File: src/rtl/rsup_pkg.sv
// Shared definitions for the reset supervisor.
// Assumes: nothing beyond standard SystemVerilog.
package rsup_pkg;

    // Stretcher state: reset driven or released
    typedef enum logic {
        RST_RELEASED = 1'b0,
        RST_HELD     = 1'b1
    } rst_state_e;

    // Counter width able to hold values 0 .. limit-1 (minimum 1 bit)
    function automatic int cnt_width(input int limit);
        return (limit > 2) ? $clog2(limit) : 1;
    endfunction

endpackage

File: src/rtl/rsup_sync.sv
// Multi-flop synchronizer for one asynchronous level.
// Assumes: STAGES >= 1; all flops power up low.
module rsup_sync #(
    parameter int STAGES = 2
) (
    input  logic clk_i,
    input  logic d_i,
    output logic q_o
);

    generate
        if (STAGES == 1) begin : g_single
            logic s_q = 1'b0;
            // Single stage: sample the input
            always_ff @(posedge clk_i) s_q <= d_i;
            assign q_o = s_q;
        end else begin : g_chain
            logic [STAGES-1:0] chain_q = '0;
            // Shift the input through the chain
            always_ff @(posedge clk_i) chain_q <= {chain_q[STAGES-2:0], d_i};
            assign q_o = chain_q[STAGES-1];
        end
    endgenerate

endmodule

File: src/rtl/rsup_wdog.sv
// Watchdog timer. It counts cycles since the last kick and raises a
// one-cycle fire pulse after TIMEOUT_CYC quiet cycles.
// Assumes: kick_i is a synchronous one-cycle edge strobe; hold_i is high
// while system reset is asserted and keeps the count cleared.
module rsup_wdog
    import rsup_pkg::*;
#(
    parameter int TIMEOUT_CYC = 80_000_000
) (
    input  logic clk_i,
    input  logic hold_i,
    input  logic kick_i,
    output logic fire_o
);

    localparam int             WW   = cnt_width(TIMEOUT_CYC);
    localparam logic [WW-1:0]  LAST = WW'(TIMEOUT_CYC - 1);

    logic [WW-1:0] cnt_q  = '0;
    logic          fire_q = 1'b0;

    // Count quiet cycles; clear on a kick or while held; fire at the limit
    always_ff @(posedge clk_i) begin
        if (hold_i || kick_i) begin
            cnt_q  <= '0;
            fire_q <= 1'b0;
        end else if (cnt_q == LAST) begin
            cnt_q  <= '0;
            fire_q <= 1'b1;
        end else begin
            cnt_q  <= cnt_q + 1'b1;
            fire_q <= 1'b0;
        end
    end

    assign fire_o = fire_q;

endmodule

File: src/rtl/rsup_stretch.sv
// Reset stretcher. Reset is held while the trigger is high and for
// PULSE_CYC cycles after the trigger was last seen high.
// Assumes: PULSE_CYC >= 2. The power-on state is "held", with the count
// at zero, so a full pulse also follows power-up.
module rsup_stretch
    import rsup_pkg::*;
#(
    parameter int PULSE_CYC = 10_000_000
) (
    input  logic clk_i,
    input  logic trig_i,
    output logic active_o
);

    localparam int            CW   = cnt_width(PULSE_CYC);
    localparam logic [CW-1:0] LAST = CW'(PULSE_CYC - 1);

    rst_state_e    state_q = RST_HELD;
    logic [CW-1:0] cnt_q   = '0;

    // Restart on a trigger, otherwise count down the remaining hold time
    always_ff @(posedge clk_i) begin
        if (trig_i) begin
            state_q <= RST_HELD;
            cnt_q   <= '0;
        end else if (state_q == RST_HELD) begin
            if (cnt_q == LAST) begin
                state_q <= RST_RELEASED;
                cnt_q   <= '0;
            end else begin
                cnt_q <= cnt_q + 1'b1;
            end
        end
    end

    assign active_o = (state_q == RST_HELD);

endmodule

File: src/rtl/reset_supervisor.sv
// Top level of the reset supervisor. It synchronizes the supply-low flag and
// the kick line, detects kick transitions, times out the watchdog and
// stretches every reset cause into a reset of at least minimum length.
// Assumes: both inputs are asynchronous; the output is registered.
module reset_supervisor #(
    parameter int TIMEOUT_CYC = 80_000_000,
    parameter int PULSE_CYC   = 10_000_000,
    parameter int SYNC_STAGES = 2
) (
    input  logic clk_i,
    input  logic supply_low_i,
    input  logic kick_i,
    output logic rst_n_o
);

    logic supply_low_s;
    logic kick_s;
    logic kick_prev_q = 1'b0;
    logic kick_edge;
    logic wd_fire;
    logic rst_active;

    rsup_sync #(.STAGES(SYNC_STAGES)) u_sync_supply (
        .clk_i (clk_i),
        .d_i   (supply_low_i),
        .q_o   (supply_low_s)
    );

    rsup_sync #(.STAGES(SYNC_STAGES)) u_sync_kick (
        .clk_i (clk_i),
        .d_i   (kick_i),
        .q_o   (kick_s)
    );

    // Remember the previous synchronized kick level for edge detection
    always_ff @(posedge clk_i) kick_prev_q <= kick_s;

    assign kick_edge = kick_s ^ kick_prev_q;

    rsup_wdog #(.TIMEOUT_CYC(TIMEOUT_CYC)) u_wdog (
        .clk_i  (clk_i),
        .hold_i (rst_active),
        .kick_i (kick_edge),
        .fire_o (wd_fire)
    );

    rsup_stretch #(.PULSE_CYC(PULSE_CYC)) u_stretch (
        .clk_i    (clk_i),
        .trig_i   (supply_low_s | wd_fire),
        .active_o (rst_active)
    );

    assign rst_n_o = ~rst_active;

endmodule

File: config.mk
export PLATFORM = sky130hd
export DESIGN_NAME = reset_supervisor
export DESIGN_NICKNAME = d
export VERILOG_FILES = /design/src/rtl/rsup_pkg.sv /design/src/rtl/rsup_sync.sv /design/src/rtl/rsup_wdog.sv /design/src/rtl/rsup_stretch.sv /design/src/rtl/reset_supervisor.sv
export SDC_FILE = /design/constraint.sdc
export NUM_CORES = 1
export LEC_CHECK = 0
export ABC_CLOCK_PERIOD_IN_PS = 1900
export BUFFER_PORTS_ARGS = -buffer_cell sky130_fd_sc_hd__buf_2
export CAP_MARGIN = 20
export CORE_MARGIN = 3
export CORE_UTILIZATION = 62
export CTS_CLUSTER_SIZE = 12
export DETAILED_ROUTE_END_ITERATION = 8
export PLACE_DENSITY_LB_ADDON = 0.05
export SLEW_MARGIN = 20
export SYNTH_ARGS = -nofsm -noshare
export SYNTH_HDL_FRONTEND = slang
export SYNTH_HIERARCHICAL = 1
export SYNTH_SLANG_ARGS = --single-unit
File: constraint.sdc
create_clock -name clk_i -period 1.9 [get_ports clk_i]
set_input_delay 0 -clock clk_i [delete_from_list [all_inputs] [get_ports clk_i]]
set_output_delay 0 -clock clk_i [all_outputs]
set_load 0.01 [all_outputs]
; ---- After elaboration in Yosys (flattened, before gate mapping)
; Cells that the tools add are included.
[totals]
input_bits = 3
register_bits = 58
[op_classes]
add_sub_neg = 2
mux = 4
n_eq_ne = 2
n_reduce_logical = 2
n_bitwise = 3
[op_table]
columns = op, count
row1 = $add A27 B1 Y27 const B, 1
row2 = $eq A27 B27 Y1 const B, 1
row3 = $add A24 B1 Y24 const B, 1
row4 = $eq A24 B24 Y1 const B, 1
row5 = $mux W24, 1
row6 = $mux W1, 3
row7 = $reduce_or A2 Y1, 1
row8 = $logic_or A1 B1 Y1, 1
row9 = $not A1 Y1, 1
row10 = $or A1 B1 Y1, 1
row11 = $xor A1 B1 Y1, 1

; ---- Depth between registers and ports, before layout
; Gate-level depths: netlist (run 1).
[logic_depth]
depth_word = 3
depth_mapped = 7

; ---- Modules after synthesis
; The synthesis (run 1) kept the hierarchy.
[by_module_without_submodules]
columns = mod, n_inst, cells_each, area_per_inst_um2
row1 = rsup_wdog, 1, 158, 1341.3
row2 = rsup_stretch, 1, 140, 1222.4
row3 = rsup_sync, 2, 2, 40.0
row4 = reset_supervisor, 1, 4, 38.8

; ---- Worst setup path before layout (run 1)
; OpenSTA, ideal clock, no wires.
[synth_path]
kind = flip-flop to flip-flop
start = reg u_wdog.cnt_q[0]
end = reg u_wdog.cnt_q[26]
synth_period_minus_slack_ns = 1.762
setup_ns = 0.120
path_buffers = 1
path_slack_ns = 0.138
arrival_time_ns = 1.643
t_required_ns = 1.780
stages_incl_launch_ff = 8
cell_sequence = dfxtp_1 -> ha_1 -> nand3_1 -> or3_1 -> buf_6 -> nor4_4 -> xnor2_1 -> nor2_2
[synth_between]
elab_chain_len = 2
elab_cells_between_ends = 3
cone_classes = add/sub: 1 / eq/ne: 1 / reduce/logical: 1
[synth_rtl]
columns = item, line_no
row1 = "start, declared", rsup_wdog.sv:19  ; logic [WW-1:0] cnt_q = '0;
row2 = "start signal, assigned", rsup_wdog.sv:31  ; cnt_q <= cnt_q + 1'b1;
row3 = "parallel branches: the longest is 2 deep, another holds $add A27 B1 Y27", n/a
; Several ways; the timed one is not identified.
; A chain may end at the register's enable or synchronous reset.

; ---- Worst setup path after layout (run 1)
[layout_path]
start = reg u_stretch.cnt_q[5]
end = reg u_stretch.cnt_q[14]
[layout_between]
elab_chain_len = 2
elab_cells_between_ends = 3
cone_classes = add/sub: 1 / eq/ne: 1 / mux: 1
[layout_rtl]
columns = item, line_no
row1 = "start, declared", rsup_stretch.sv:19  ; logic [CW-1:0] cnt_q = '0;
row2 = "start signal, assigned", rsup_stretch.sv:31  ; cnt_q <= cnt_q + 1'b1;
row3 = $add A24 B1 Y24 or $eq A24 B24 Y1 (tied branches), "rsup_stretch.sv:31, rsup_stretch.sv:27"
row4 = $mux W24 *, rsup_stretch.sv:27  ; if (cnt_q == LAST) begin
; Every way passes the cells marked *; elsewhere a longest branch is shown, timed or not.

==> flow_metrics.env, run 1 <==
export IMPL_clock_fmax_mhz=560.7
export IMPL_leakage_nw=1.080
export IMPL_die_h_um=71.78
export IMPL_p_int_mw=1.845
export IMPL_antenna_found_initial=0
export IMPL_antenna_cells=0
export IMPL_synth_edf_count=0
export IMPL_start_util_pct=65.65
export IMPL_drv_slew=0
export IMPL_grt_max_degree=20
export IMPL_r2r_end="u_stretch/cnt_q[14]$_SDFFE_PP0P_"
export IMPL_place_area_um2=2879
export IMPL_whs_endpoint="u_sync_supply/g_chain.chain_q[0]$_DFF_P_"
export IMPL_ys_async_sr_fraction_pct=0
export IMPL_yosys_warnings=6
export IMPL_numCtsBuffers=9
export IMPL_reg2reg_from="u_stretch/cnt_q[5]$_SDFFE_PP0P_"
export IMPL_pwr_share_clk_pct=46.1
export IMPL_postLayoutCellArea_um2=3110
export IMPL_clock_root_buffer="clkbuf_8"
export IMPL_nNetsFinal=341
export IMPL_dieArea_um2=5152
export IMPL_syn_area_um2=2683
export IMPL_slowest_stage="dfxtp_1"
export IMPL_layout_commonest_cell="dfxtp_1"
export IMPL_syn2layout_area_growth_pct=15.95
export IMPL_hold_viol_final=0
export IMPL_combinationalPowerShare_pct=1.6
export IMPL_cp_required_ns=2.17
export IMPL_fin_skew_ns=0.007214
export IMPL_timing_setup_tns_ns=0
export IMPL_register_area_um2=1162
export IMPL_place_hpwl_mm=3.909
export IMPL_grt_pass1_wl_mm=9.218
export IMPL_final_cell_mix="dfxtp_1, nor2_1, buf_4, nand2_1, a21oi_1"
export IMPL_min_period_ns=1.784
export IMPL_min_delay_start="supply_low_i"
export IMPL_critPathLaunchType="flop"
export IMPL_status="completed"
export IMPL_p_sw_mw=0.5155
export IMPL_ioPinCount=4
export IMPL_core_um2=4086
export IMPL_worstHoldPathCells=2
export IMPL_synth_ff_type="dfxtp_1"
export IMPL_wl_per_cell_um=13.98
export IMPL_cts_tree="built"
export IMPL_synth_distinct_cells=40
export IMPL_cp_max_fo=5
export IMPL_h_tree_depth=3
export IMPL_firstDrtPassIters=4
export IMPL_path_clk_slew_ns=0.07
export IMPL_vias_per_cell=5.685
export IMPL_hold_class="in2reg"
export IMPL_switching_share_pct=21.84
export IMPL_synth_seq_area_share_pct=43.28
export IMPL_critical_path_arrival_ns=2.05
export IMPL_cp_top_family="simple AND/OR/NAND/NOR gates"
export IMPL_crit_buf_inv=1
export IMPL_ys_seq_elements=58
export IMPL_max_slew_worst_pin_slew_ns=0.4049
export IMPL_ant_nets=0
export IMPL_vias=2223
export IMPL_synth_avg_cell_area_um2=8.767
export IMPL_peakVddDrop_v=0.0005764
export IMPL_slowest_delay_ns=0.39
export IMPL_synth_cells=306
export IMPL_rrSetupSlack_ns=0.12
export IMPL_r2r_cells=5
export IMPL_drt_iter0_drc=132
export IMPL_worstSetupEndpointType="flop"
export IMPL_grt_remaining_overflow=0
export IMPL_drc_errors=0
export IMPL_clock_path_buffers=2
export IMPL_rsz0062_at_grt="false"
export IMPL_setup_viol=0
export IMPL_critical_path_class="reg2reg"
export IMPL_gp_congestion=0.8715
export IMPL_portBuffers=3
export IMPL_drive_gt1_share_pct=17.60
export IMPL_dieWidth_um=71.78
export IMPL_cellPowerDensity_nw_per_um2=758.8
export IMPL_syn_nets=311
export IMPL_grt_pass1_vias=2149
export IMPL_finalCritPeriodShare_pct=93.87
export IMPL_multi_input_area_um2=1430
export IMPL_clk_insertion_delay_late_ns=0.34
export IMPL_relSlewSlack_pct=72.63
export IMPL_routed_wl_mm=5.465
export IMPL_grt_use_total_pct=23.18
export IMPL_p_seq_share_pct=52.3
export IMPL_crit_chain="and4_1, nand4_1, buf_4, or3_1, a21oi_2"
export IMPL_clock_sinks=58
export IMPL_rows=23
export IMPL_cap_violations=0
export IMPL_whs_ns=0.2950
export IMPL_n_fill_cell=300
export IMPL_postCtsSetupBuffers=0
==> state kept, by name, indices dropped and copies added, names as in the netlist <==
| signal | cells |
|---|---|
| kick_prev_q | 1 |
| u_wdog/fire_o | 1 |
| u_stretch/active_o | 1 |
| u_stretch/cnt_q | 24 |
| u_sync_kick/g_chain.chain_q | 2 |
| u_wdog/cnt_q | 27 |
| u_sync_supply/g_chain.chain_q | 2 |
==> power by group through the flow <==
stage	Sequential (mW)	Clock [mW]	Combinational [mW]
after global placement	1.26	0	0.0341
after detailed placement	1.26	0	0.0350
after global routing	1.23	1.17	0.0430
after floorplan	1.26	0	0.0230
after CTS	1.23	1.11	0.0385
final	1.23	1.09	0.0386
==> worst max-delay path by stage <==
stage	start	end	slack, ns	cells after the start
after floorplan	u_wdog/cnt_q[0]$_SDFF_PP0_	u_wdog/cnt_q[26]$_SDFF_PP0_	0.14	7
after detailed placement	u_stretch/cnt_q[0]$_SDFFE_PP0P_	u_stretch/cnt_q[14]$_SDFFE_PP0P_	0.08	6
final	u_stretch/cnt_q[5]$_SDFFE_PP0P_	u_stretch/cnt_q[14]$_SDFFE_PP0P_	0.12	5
after CTS	u_stretch/cnt_q[0]$_SDFFE_PP0P_	u_stretch/cnt_q[14]$_SDFFE_PP0P_	0.04	6
after global routing	u_stretch/cnt_q[5]$_SDFFE_PP0P_	u_stretch/cnt_q[14]$_SDFFE_PP0P_	0.01	5
after global placement	u_wdog/cnt_q[1]$_SDFF_PP0_	u_wdog/cnt_q[14]$_SDFF_PP0_	0.15	6
==> worst reg2reg max path, stage by stage, from the launching register on <==
cell and delay, ns:
dfxtp_1 0.39, and4_1 0.34, nand4_1 0.24, buf_4 0.23
or3_1 0.37, a21oi_2 0.15
==> layer usage <==
layer,vias up,share of wire [%],track usage (%)
met5,-,0,0
met4,0,1.7,7.933
met3,9,4.4,8.976
met2,51,51,40.92
met1,1014,43,25.24
li1,1149,-,-
==> cell type report <==
type | count | area share [%]
Clock inverter | 7 | 2.253
Tap cell | 50 | 2.011
Clock buffer | 9 | 3.982
Sequential cell | 58 | 37.37
Timing Repair Buffer | 29 | 7.321
Inverter | 9 | 1.086
Multi-Input combinational cell | 229 | 45.98
==> per-stage QoR <==
stage                     util [%]  instances  setup WS, ns  power [mW]
final                        76.12        391        0.1165       2.360
after global routing         76.12        391       0.01401       2.449
after CTS                    75.69        391       0.04246       2.387
after detailed placement     70.45        373       0.07512       1.296
after global placement       70.45        373        0.1481       1.295
after floorplan                  -        306        0.1376       1.282
==> Yosys cell counts (all sizes together) (2+ instances only) <==
master  number  area [um^2]
dfxtp       58         1161
nor2        41        156.4
nand2       24        92.59
a21oi       21        105.1
nand3       19        95.09
o21ai       16        91.34
nand4       15        123.9
xor2        15        131.4
xnor2       13        113.9
or3         12        76.33
buf         10        73.82
inv          9        33.78
and3         7        43.79
and4         7        61.31
nor3         7        35.03
or4          7        53.80
o31ai        6        58.81
nor4         3        48.80
or2          3        18.77
a31oi        2        12.51
ha           2        25.02
nand2b       2        12.51
nor4b        2        17.52
==> logic make-up after synthesis <==
| logic type | synth area share (%) |
|---|---|
| compound gates | 10.26 |
| xor+xnor | 9.142 |
| flops | 43.28 |
| buf+inv | 4.011 |
| fa+ha+maj | 0.9327 |
| simple gates | 32.00 |
| mux | 0.3731 |
==> repair_timing <==
action,CTS,global route
hold endpoints to repair,2,0
hold buffers,2,0
gates resized for setup,0,5
setup endpoints to repair,0,5
No activity file was read; power rests on OpenSTA's default activity.
==> run 2, diff against run 1 <==
--- a/config.mk
+++ b/config.mk
@@ -5,11 +5,11 @@
 export SDC_FILE = /design/constraint.sdc
 export NUM_CORES = 1
 export LEC_CHECK = 0
-export ABC_CLOCK_PERIOD_IN_PS = 1900
+export ABC_CLOCK_PERIOD_IN_PS = 1600
 export BUFFER_PORTS_ARGS = -buffer_cell sky130_fd_sc_hd__buf_2
 export CAP_MARGIN = 20
 export CORE_MARGIN = 3
-export CORE_UTILIZATION = 62
+export CORE_UTILIZATION = 56
 export CTS_CLUSTER_SIZE = 12
 export DETAILED_ROUTE_END_ITERATION = 8
 export PLACE_DENSITY_LB_ADDON = 0.05
==> constraint.sdc (replaced) <==
create_clock -name clk_i -period 1.6 [get_ports clk_i]
set_input_delay 0 -clock clk_i [delete_from_list [all_inputs] [get_ports clk_i]]
set_output_delay 0 -clock clk_i [all_outputs]
set_load 0.01 [all_outputs]
==> run 2 against run 1 <==
  * Global-route usage increased by 0.71 points
  * Largest power group unchanged
  * Sequential share of layout area decreased by 4.9 points
  * Die area increased by 9.8%
  * Combinational power increased by 57%
  * Highest routed layer unchanged
  * Via count increased by 11%
  * The flow now finishes with violations (setup timing)
  * Register-to-register slack got worse by 0.15 ns
  * Critical path depth increased by 2
==> flow_metrics.env, run 2 (synthesis gave the netlist of run 1 again) <==
export IMPL_numCtsBuffers=9
export IMPL_r2r_cells=7
export IMPL_cts_tree="built"
export IMPL_rrSetupSlack_ns=-0.04
export IMPL_critPathLaunchType="flop"
export IMPL_drc_errors=0
export IMPL_min_period_ns=1.638
export IMPL_finalCritPeriodShare_pct=102.4
export IMPL_peakVddDrop_v=0.0006367
export IMPL_reg2reg_from="u_wdog/cnt_q[1]$_SDFF_PP0_"
export IMPL_grt_pass1_vias=2269
export IMPL_drive_gt1_share_pct=40.56
export IMPL_grt_remaining_overflow=0
export IMPL_drt_iter0_drc=118
export IMPL_clock_root_buffer="clkbuf_8"
export IMPL_critical_path_arrival_ns=1.87
export IMPL_ioPinCount=4
export IMPL_whs_ns=0.2998
export IMPL_vias_per_cell=5.541
export IMPL_min_delay_start="supply_low_i"
export IMPL_place_area_um2=3211
export IMPL_crit_top_cell="buf_6"
export IMPL_routed_wl_mm=6.586
export IMPL_crit_chain="ha_4, nand3_2, or3_4, buf_6, o21ai_4, buf_6, nor2_1"
export IMPL_max_slew_worst_pin_slew_ns=0.3602
export IMPL_clk_insertion_delay_late_ns=0.34
export IMPL_worstHoldPathCells=2
export IMPL_whs_endpoint="u_sync_supply/g_chain.chain_q[0]$_DFF_P_"
export IMPL_wl_per_cell_um=14.83
export IMPL_hold_viol_final=0
export IMPL_rsz0062_at_grt="true"
export IMPL_vias=2460
export IMPL_dieWidth_um=75.21
export IMPL_fin_util_pct=82.44
export IMPL_timing_setup_tns_ns=-0.5353
export IMPL_die_h_um=75.21
export IMPL_slowest_stage="or3_4"
export IMPL_fin_ws_ns=-0.03816
export IMPL_antenna_cells=0
export IMPL_firstDrtPassIters=4
export IMPL_fin_skew_ns=0.006988
export IMPL_drv_slew=0
export IMPL_gp_congestion=0.8313
export IMPL_h_tree_depth=3
export IMPL_r2r_end="u_wdog/cnt_q[21]$_SDFF_PP0_"
export IMPL_clock_path_buffers=2
export IMPL_clock_sinks=58
export IMPL_dieArea_um2=5657
export IMPL_hold_class="in2reg"
export IMPL_path_clk_slew_ns=0.07
export IMPL_ant_nets=0
export IMPL_grt_max_degree=20
export IMPL_leakage_nw=1.380
export IMPL_layout_commonest_cell="buf_4"
export IMPL_final_cell_mix="buf_4, nor2_1, dfxtp_1"
export IMPL_nNetsFinal=392
export IMPL_grt_pass1_wl_mm=10.13
export IMPL_core_um2=4474
export IMPL_largest_register="u_wdog/cnt_q"
export IMPL_relSlewSlack_pct=75.90
export IMPL_reg_largest_list="u_wdog/cnt_q (27), u_stretch/cnt_q (24)"
export IMPL_portBuffers=3
export IMPL_power_mw=2.895
export IMPL_final_cells=444
export IMPL_setup_viol=20
export IMPL_cp_max_fo=7
export IMPL_place_hpwl_mm=4.154
export IMPL_antenna_found_initial=0
export IMPL_cp_required_ns=1.83
export IMPL_grt_use_total_pct=23.89
export IMPL_largest_reg_flops=27
export IMPL_start_util_pct=59.96
export IMPL_slowest_delay_ns=0.40
export IMPL_postLayoutCellArea_um2=3689
export IMPL_cap_violations=0
export IMPL_cellPowerDensity_nw_per_um2=784.8
export IMPL_clock_fmax_mhz=610.4
export IMPL_status="complete, but fails checks"
export IMPL_worstSetupEndpointType="flop"
export IMPL_violations="setup timing"
export IMPL_place_ws_ns=-0.08489
export IMPL_dp_cells=412
export IMPL_syn2layout_area_growth_pct=37.50
export IMPL_critical_path_class="reg2reg"
export IMPL_rows=24
run 2: routing by layer:
layer | GRT usage (%) | vias up | routed length [um]
met1 | 28.32 | 1163 | 2845
met5 | 0 | - | 0
met3 | 9.079 | 14 | 210
met4 | 8.738 | 0 | 138
li1 | - | 1250 | -
met2 | 39.46 | 33 | 3392
run 2: layout make-up:
cell class                      count  area [um^2]
Clock buffer                       14        162.7
Clock inverter                      2        35.03
Inverter                            9        33.78
Multi-Input combinational cell    229         1562
Sequential cell                    58         1196
Timing Repair Buffer               80        634.4
Fill cell                         263        785.8
Tap cell                           52        65.06
run 2: worst max-delay path by stage:
stage	start	to	slack, ns
after global placement	u_stretch/cnt_q[1]$_SDFFE_PP0P_	u_stretch/cnt_q[14]$_SDFFE_PP0P_	-0.06
after detailed placement	u_stretch/cnt_q[1]$_SDFFE_PP0P_	u_stretch/cnt_q[22]$_SDFFE_PP0P_	-0.08
after global routing	u_wdog/cnt_q[1]$_SDFF_PP0_	u_wdog/cnt_q[12]$_SDFF_PP0_	-0.13
final	u_wdog/cnt_q[1]$_SDFF_PP0_	u_wdog/cnt_q[21]$_SDFF_PP0_	-0.04
after floorplan	u_wdog/cnt_q[20]$_SDFF_PP0_	u_wdog/cnt_q[3]$_SDFF_PP0_	-0.01
after CTS	u_wdog/cnt_q[25]$_SDFF_PP0_	u_wdog/cnt_q[13]$_SDFF_PP0_	0.005
run 2: worst max-delay path, delay by kind of cell (launching register included):
kind | cells | cell delay [ns]
AO/OA/AOI/OAI | 1 | 0.18
flip-flops | 1 | 0.35
adder cells (fa/ha/maj) | 1 | 0.14
buffers and inverters | 2 | 0.32
AND/OR/NAND/NOR | 3 | 0.55
run 2: what timing repair did:
| item | in CTS | in global routing |
|---|---|---|
| cloned | 0 | 2 |
| hold endpoints to repair | 2 | 0 |
| hold buffers | 2 | 0 |
| setup endpoints to repair | 29 | 43 |
| buffers inserted | 3 | 9 |
| pin swaps | 4 | 17 |
| resized for setup | 15 | 41 |
run 2: where the power goes:
part	switching (mW)	leakage, nW	total [mW]	internal, mW
Combinational	0.0280	0.797	0.0605	0.0325
Clock	0.566	0.101	1.37	0.804
Sequential	0.00920	0.482	1.46	1.46
Total	0.603	1.38	2.89	2.29
==> run 3, diff against run 2 <==
--- a/config.mk
+++ b/config.mk
@@ -12,6 +12,7 @@
 export CORE_UTILIZATION = 56
 export CTS_CLUSTER_SIZE = 12
 export DETAILED_ROUTE_END_ITERATION = 8
+export GPL_TIMING_DRIVEN = 0
 export PLACE_DENSITY_LB_ADDON = 0.05
 export SLEW_MARGIN = 20
 export SYNTH_ARGS = -nofsm -noshare
==> run 3 against run 2 <==
  * Global-route usage down 0.10 points
  * Clock power down 7%
  * The run still ends with setup timing left
  * First-iteration DRC count up 17%
  * Critical path depth up 1
  * Non-clock buffer count down 31
  * Combinational power down 1%
  * Via count down 3.7%
  * Sequential cell count unchanged
  * Critical endpoint is now u_wdog/cnt_q[15]$_SDFF_PP0_
  * Critical path type unchanged
==> flow_metrics.env, run 3 (synthesis gave the netlist of run 1 again) <==
export IMPL_status="complete, but fails checks"
export IMPL_violations="setup timing"
export IMPL_dp_cells=361
export IMPL_vias=2368
export IMPL_slowest_stage="dfxtp_4"
export IMPL_clock_root_buffer="clkbuf_8"
export IMPL_critical_path_class="reg2reg"
export IMPL_switching_share_pct=22.06
export IMPL_drv_slew=0
export IMPL_hold_viol_final=0
export IMPL_peakVddDrop_v=0.001056
export IMPL_crit_path_start="u_wdog/cnt_q[0]$_SDFF_PP0_"
export IMPL_fin_skew_ns=0.006167
export IMPL_finalCritPeriodShare_pct=107.4
export IMPL_r2r_cells=8
export IMPL_gp_congestion=0.7965
export IMPL_reg_largest_list="u_wdog/cnt_q (27), u_stretch/cnt_q (24)"
export IMPL_critical_path_arrival_ns=1.95
export IMPL_cellPowerDensity_nw_per_um2=780.6
export IMPL_clock_path_buffers=2
export IMPL_grt_pass1_vias=2176
export IMPL_critPathLaunchType="flop"
export IMPL_cp_max_fo=7
export IMPL_leakage_nw=1.247
export IMPL_largest_reg_flops=27
export IMPL_drive_gt1_share_pct=40.72
export IMPL_rsz0062_at_grt="true"
export IMPL_relSlewSlack_pct=66.25
export IMPL_grt_pass1_wl_mm=9.984
export IMPL_cts_tree="built"
export IMPL_whs_ns=0.2862
export IMPL_grt_use_total_pct=23.78
export IMPL_start_util_pct=59.96
export IMPL_drt_iter0_drc=138
export IMPL_pwr_share_clk_pct=45.9
export IMPL_setup_viol=17
export IMPL_max_slew_worst_pin_slew_ns=0.5063
export IMPL_reg2reg_from="u_wdog/cnt_q[0]$_SDFF_PP0_"
export IMPL_dieArea_um2=5657
export IMPL_drc_errors=0
export IMPL_p_seq_share_pct=52.0
export IMPL_final_cell_mix="nor2_1, buf_4, dfxtp_1"
export IMPL_min_period_ns=1.719
export IMPL_crit_chain="ha_4, nand3_2, or3_1, buf_6, o21ai_4, buf_6, buf_8, nor2_1"
export IMPL_fin_ws_ns=-0.1191
export IMPL_rows=24
export IMPL_layout_commonest_cell="nor2_1"
export IMPL_ioPinCount=4
export IMPL_grt_max_degree=13
export IMPL_h_tree_depth=3
export IMPL_r2r_end="u_wdog/cnt_q[15]$_SDFF_PP0_"
export IMPL_cp_required_ns=1.83
export IMPL_hold_class="in2reg"
export IMPL_critPathCapture="u_wdog/cnt_q[15]$_SDFF_PP0_"
export IMPL_final_cells=413
export IMPL_nNetsFinal=361
export IMPL_p_sw_mw=0.6138
export IMPL_cap_violations=0
export IMPL_dieWidth_um=75.21
export IMPL_syn2layout_area_growth_pct=32.88
export IMPL_slowest_delay_ns=0.37
export IMPL_clock_sinks=58
export IMPL_crit_top_cell="buf_6"
export IMPL_antenna_cells=0
export IMPL_core_um2=4474
export IMPL_portBuffers=3
export IMPL_grt_remaining_overflow=0
export IMPL_ant_nets=0
export IMPL_largest_register="u_wdog/cnt_q"
export IMPL_clock_fmax_mhz=581.7
export IMPL_combinationalPowerShare_pct=2.1
export IMPL_die_h_um=75.21
export IMPL_routed_wl_mm=6.375
export IMPL_worstSetupEndpointType="flop"
export IMPL_numCtsBuffers=9
export IMPL_place_ws_ns=-0.3948
export IMPL_antenna_found_initial=0
export IMPL_firstDrtPassIters=4
export IMPL_wl_per_cell_um=15.44
export IMPL_place_hpwl_mm=3.460
export IMPL_clk_insertion_delay_late_ns=0.34
export IMPL_p_int_mw=2.169
export IMPL_timing_setup_tns_ns=-1.190
export IMPL_path_clk_slew_ns=0.07
export IMPL_vias_per_cell=5.734
export IMPL_rrSetupSlack_ns=-0.12
-- run 3: timing repair --
action                                  4_1_cts  5_1_grt
gates resized for setup                      44       56
endpoints found under the setup margin       39       45
gates cloned                                  3        0
setup buffers                                22       13
endpoints found under the hold margin         2        0
hold buffers                                  2        0
pin swaps                                    40       22
-- run 3: through the flow --
step / power [mW] / area (um^2) / utilization [%]
finish: 2.783 / 3565 / 79.67
global route: 2.891 / 3565 / 79.67
CTS: 2.814 / 3341 / 74.66
detailed placement: 1.541 / 2824 / 63.12
global placement: 1.539 / 2824 / 63.12
floorplan: 1.527 / 2744 / -
-- run 3: final cells by class --
type	count	area, um^2
multi-input combinational	229	1644
tap	52	65.06
buffer	7	71.32
clock buffer	9	123.9
fill	295	909.6
inverter	9	33.78
timing repair buffer	42	332.8
sequential	58	1234
clock inverter	7	60.06
-- run 3: worst min-delay path by stage --
stage,start,end,slack (ns),depth (start not counted)
detailed placement,kick_i,u_sync_kick/g_chain.chain_q[0]$_DFF_P_,0.11,1
finish,kick_i,u_sync_kick/g_chain.chain_q[0]$_DFF_P_,0.29,2
global route,supply_low_i,u_sync_supply/g_chain.chain_q[0]$_DFF_P_,0.30,2
CTS,kick_i,u_sync_kick/g_chain.chain_q[0]$_DFF_P_,0.28,2
global placement,supply_low_i,u_sync_supply/g_chain.chain_q[0]$_DFF_P_,0.10,1
floorplan,kick_i,u_sync_kick/g_chain.chain_q[0]$_DFF_P_,0.03,0
-- run 3: routing by layer --
layer	track usage, %	vias to the layer above	share of wire (%)
met5	0	-	0
met4	10.87	0	2.1
met3	7.610	14	3.4
met2	38.59	39	51
met1	28.75	1116	44
li1	-	1199	-
-- run 3: power groups by stage --
stage | sequential, mW | clock [mW] | combinational, mW
after CTS | 1.45 | 1.30 | 0.0546
after global routing | 1.45 | 1.38 | 0.0670
after floorplan | 1.50 | 0 | 0.0291
final | 1.45 | 1.28 | 0.0598
after detailed placement | 1.50 | 0 | 0.0403
after global placement | 1.50 | 0 | 0.0385
-- run 3: worst max-delay path: cells and delay by family (launching register included) --
kind | cells | cell delay (ns)
flip-flops | 1 | 0.37
adder cells (fa/ha/maj) | 1 | 0.14
AO/OA/AOI/OAI | 1 | 0.17
buffers and inverters | 3 | 0.45
AND/OR/NAND/NOR | 3 | 0.48
